[src/rtl/clkgen_core.sv]
module clkgen_core #(
  parameter int DIV  = 3,
  parameter int HIGH = 1
) (
  input  logic osc_clk,
  input  logic sys_rst_n,
  input  logic ext_sel,
  input  logic ext_tick,
  input  logic rdy_a,
  input  logic aen_a_n,
  input  logic rdy_b,
  input  logic aen_b_n,
  input  logic two_stage,
  input  logic rst_req_n,
  output logic clk_o,
  output logic pclk_o,
  output logic osc_o,
  output logic ready_o,
  output logic reset_o
);
  localparam int PW = (DIV > 2) ? $clog2(DIV) : 1;
  localparam logic [PW-1:0] LAST = PW'(DIV - 1);
  localparam logic [PW-1:0] FALL = PW'(HIGH - 1);

  logic [PW-1:0] ph;
  logic tick, rise_ev, fall_ev, want;
  logic sy1, sy2, pclk_q, rst_q;

  assign tick    = ext_sel ? ext_tick : 1'b1;
  assign rise_ev = tick && (ph == LAST);
  assign fall_ev = tick && (ph == FALL);
  assign want    = (rdy_a & ~aen_a_n) | (rdy_b & ~aen_b_n);

  always_ff @(posedge osc_clk or negedge sys_rst_n) begin
    if (!sys_rst_n) begin
      ph     <= '0;
      pclk_q <= 1'b0;
    end else if (tick) begin
      ph <= (ph == LAST) ? '0 : ph + 1'b1;
      if (ph == LAST) pclk_q <= ~pclk_q;
    end
  end

  always_ff @(posedge osc_clk or negedge sys_rst_n) begin
    if (!sys_rst_n) begin
      sy1 <= 1'b0;
      sy2 <= 1'b0;
    end else if (rise_ev) begin
      sy1 <= want;
      sy2 <= sy1;
    end
  end

  always_ff @(posedge osc_clk or negedge sys_rst_n) begin
    if (!sys_rst_n)   rst_q <= 1'b1;
    else if (fall_ev) rst_q <= ~rst_req_n;
  end

  assign clk_o   = (ph < PW'(HIGH));
  assign pclk_o  = pclk_q;
  assign osc_o   = tick;
  assign ready_o = two_stage ? sy2 : sy1;
  assign reset_o = rst_q;
endmodule

[config.mk]
export PLATFORM = sky130hd
export DESIGN_NAME = clkgen_core
export DESIGN_NICKNAME = d
export VERILOG_FILES = /design/src/rtl/clkgen_core.sv
export SDC_FILE = /design/constraint.sdc
export NUM_CORES = 1
export LEC_CHECK = 0
export ABC_AREA = 1
export BUFFER_PORTS_ARGS = -buffer_cell sky130_fd_sc_hd__buf_2
export CORE_AREA = 4 4 41 43
export CTS_CLUSTER_SIZE = 12
export DETAILED_ROUTE_END_ITERATION = 10
export DIE_AREA = 0 0 45 47
export GPL_ROUTABILITY_DRIVEN = 0
export SLEW_MARGIN = 15
export SYNTH_ARGS = -nofsm -noshare
export SYNTH_HDL_FRONTEND = slang
export SYNTH_SLANG_ARGS = --single-unit
[constraint.sdc]
create_clock -name osc_clk -period 0.9 [get_ports osc_clk]
set_clock_uncertainty 0.1 [all_clocks]
set_input_delay 0.225 -clock osc_clk [delete_from_list [all_inputs] [get_ports osc_clk]]
set_output_delay 0.225 -clock osc_clk [all_outputs]
set_load 0.01 [all_outputs]
==> results.cfg <==
[run_status]
status = complete, but fails checks
violations = setup timing

[critical_path]
slowest_delay_ns = 0.40
path_class = reg -> out
cp-start-kind = flop
cp.arrival_ns = 0.89
crit_family = flip-flops
crit_buf_inv = 1
cp_max_fo = 3
required_ns = 0.57
crit_path_top_delay_cell = dfrtp_1
end_kind = output port
cp_cell_sequence = nor2_4 > buf_6

[sta]
hold_ws_ns = 0.0932
maxSlewHeadroom_pct = 90.9
max_freq_mhz = 820
hold_viol = 0
post-route-min-period_ns = 1.22
rsz0062_at_grt = yes
slew_viol_final = 0
worst_slew_pin_slew_ns = 0.136
fin_tns_setup_ns = -1.59
fin_ws_ns = -0.320
setup_viol = 9
period_share_pct = 136

[synth]
syn-num-nets = 51
ys_seq_elements = 6
synth_top_family_by_area = simple AND/OR/NAND/NOR gates
synth-xor-area-share_pct = 0
ys_seq_area_share_pct = 48.6
yosys.area_share.adder_pct = 0
ys_warn_count = 0
synthMuxAreaShare_pct = 0
syn-cell-area_sq_um = 312
synthCells = 41
syn_area_per_cell_sq_um = 7.60
synthSimpleGateAreaFrac_pct = 38.2
synth.distinct_cells = 12
synth_compound_area_share_pct = 4.82

[clock_tree]
cts.sinks = 6
clock_path_buffers = 2
cts-root-buf = clkbuf_4
clk_latency_ns = 0.24
clk_pin_slew_worst_paths_ns = 0.04
numCtsBuffers = 3
cts_tree = built
htree_levels = 1

[power]
total_power_uw = 1660
comb_power_share_pct = 52.8
p_per_area_nw_per_um2 = 3080
p_int_uw = 1070
peakVddDrop_mv = 1.25
p_sw_share_pct = 35.3
clkPwrFrac_pct = 16.2
p_leak_uw = 0.000300
pwr-share-seq_pct = 31.0
p_sw_uw = 585

[cells_and_area]
utilization_pct = 41.4
layout_commonest_cell = nand2_1
drive_gt1_share_pct = 50.0
final_cell_area_sq_um = 539
seqCellArea_sq_um = 153
multi_input_area_sq_um = 144
area_growth_syn_to_layout_pct = 73.1
final_cell_mix = nand2_1, buf_2, buf_4, buf_6
fin_nets = 79
n_fill_cell = 151
num_antenna_cells = 0

[floorplan]
core_sq_um = 1300
pin_count = 15
fp.dieH_um = 47
rows = 13
fp.dieArea_sq_um = 2120
die_w_um = 45
start_util_pct = 23.9

[global_route]
grt_max_degree = 9
gr-usage-met2_pct = 11.6
grt_pass1_vias = 316
use_met3_pct = 3.45
grt_use_met1_pct = 9.05
antenna_found_initial = 0
track_usage_pct = 8.27
overflow = 0
grt_pass1_wl_um = 1150
grt-busiest-layer = met2

[drt]
drc = 0
first_iter_violations = 4
via_count = 342
vias_per_cell = 4.12
ant_nets = 0
firstDrtPassIters = 4
detail_route.wl_per_cell_um = 8.59
routed_wl_um = 713

[place]
placed_cell_area_sq_um = 429
hpwl_um = 533
numPortBuffers = 14

[hold_path]
min_path_type = in -> reg

[run]
drv_cap = 0
repair_timing:
action | CTS | global route
setup buffers | 4 | 1
setup endpoints to repair | 10 | 11
pin swaps | 2 | 0
hold buffers | 1 | 0
endpoints found under the hold margin | 6 | 0
gates resized for setup | 6 | 5
synth_stat cells:
cell type / number / area, sq um
nand3b_1: 2 / 15.0
nor2_1: 2 / 7.51
nor2_4: 1 / 11.3
inv_2: 1 / 3.75
o21ai_0: 3 / 15.0
nand2_1: 15 / 56.3
inv_1: 6 / 22.5
dfstp_2: 1 / 26.3
nand3_1: 2 / 10.0
dfrtp_1: 5 / 125
nor2_2: 1 / 6.26
nand2_2: 2 / 12.5
routing by layer:
metal,vias up,wire length [um]
met1,147,311
met2,14,335
met5,-,0
met3,0,66
met4,0,0
li1,181,-
path summary, 6_finish.rpt:
kind                            from       to  slack, ns  depth (start not counted)
max reg2reg                    ph[1]      sy1      -0.17                          6
max                            ph[1]    clk_o      -0.32                          2
min in group asynchronous  sys_rst_n      sy2       0.23                          2
max in group asynchronous  sys_rst_n  reset_o       0.24                          2
min reg2reg                    ph[0]  reset_o       0.45                          3
min                        rst_req_n  reset_o       0.09                          3
state kept, by name (all words and copies together), names as in the netlist:
name,count
sy1,1
pclk_o,1
reset_o,1
ph,2
sy2,1
worst register-to-register path: stages (launching register included):
cell and delay, ns:
dfrtp_1 0.39, buf_4 0.15, inv_4 0.04, nor2_4 0.12, nand2_2 0.07, nand2_1 0.06
nand2_1 0.05
power groups by stage:
stage | combinational, uW | clock [uW] | sequential, uW
3_5_place_dp | 601 | 0 | 544
5_1_grt | 962 | 301 | 529
6_report | 876 | 269 | 514
4_1_cts | 833 | 276 | 512
3_3_place_gp | 595 | 0 | 544
2_1_floorplan | 330 | 0 | 557
kinds of logic after synthesis:
logic type,Yosys count
and+or+nand+nor,25
buffers and inverters,7
DFF,6
AOI/OAI and AO/OA,3
area by class of cell:
class	instances	share of cell area [%]
Clock buffer	4	4.87
Inverter	7	5.34
Multi-Input combinational cell	28	26.7
Sequential cell	6	28.3
Tap cell	15	3.48
Timing Repair Buffer	23	31.3
through the flow:
| stage | setup WS [ns] | instances |
|---|---|---|
| final | -0.320 | 83 |
| after global routing | -0.350 | 83 |
| after CTS | -0.320 | 82 |
| after detailed placement | -0.100 | 73 |
| after global placement | -0.101 | 73 |
| after floorplan | -0.0256 | 41 |
Note: power is estimated with default switching activity, not from simulation.
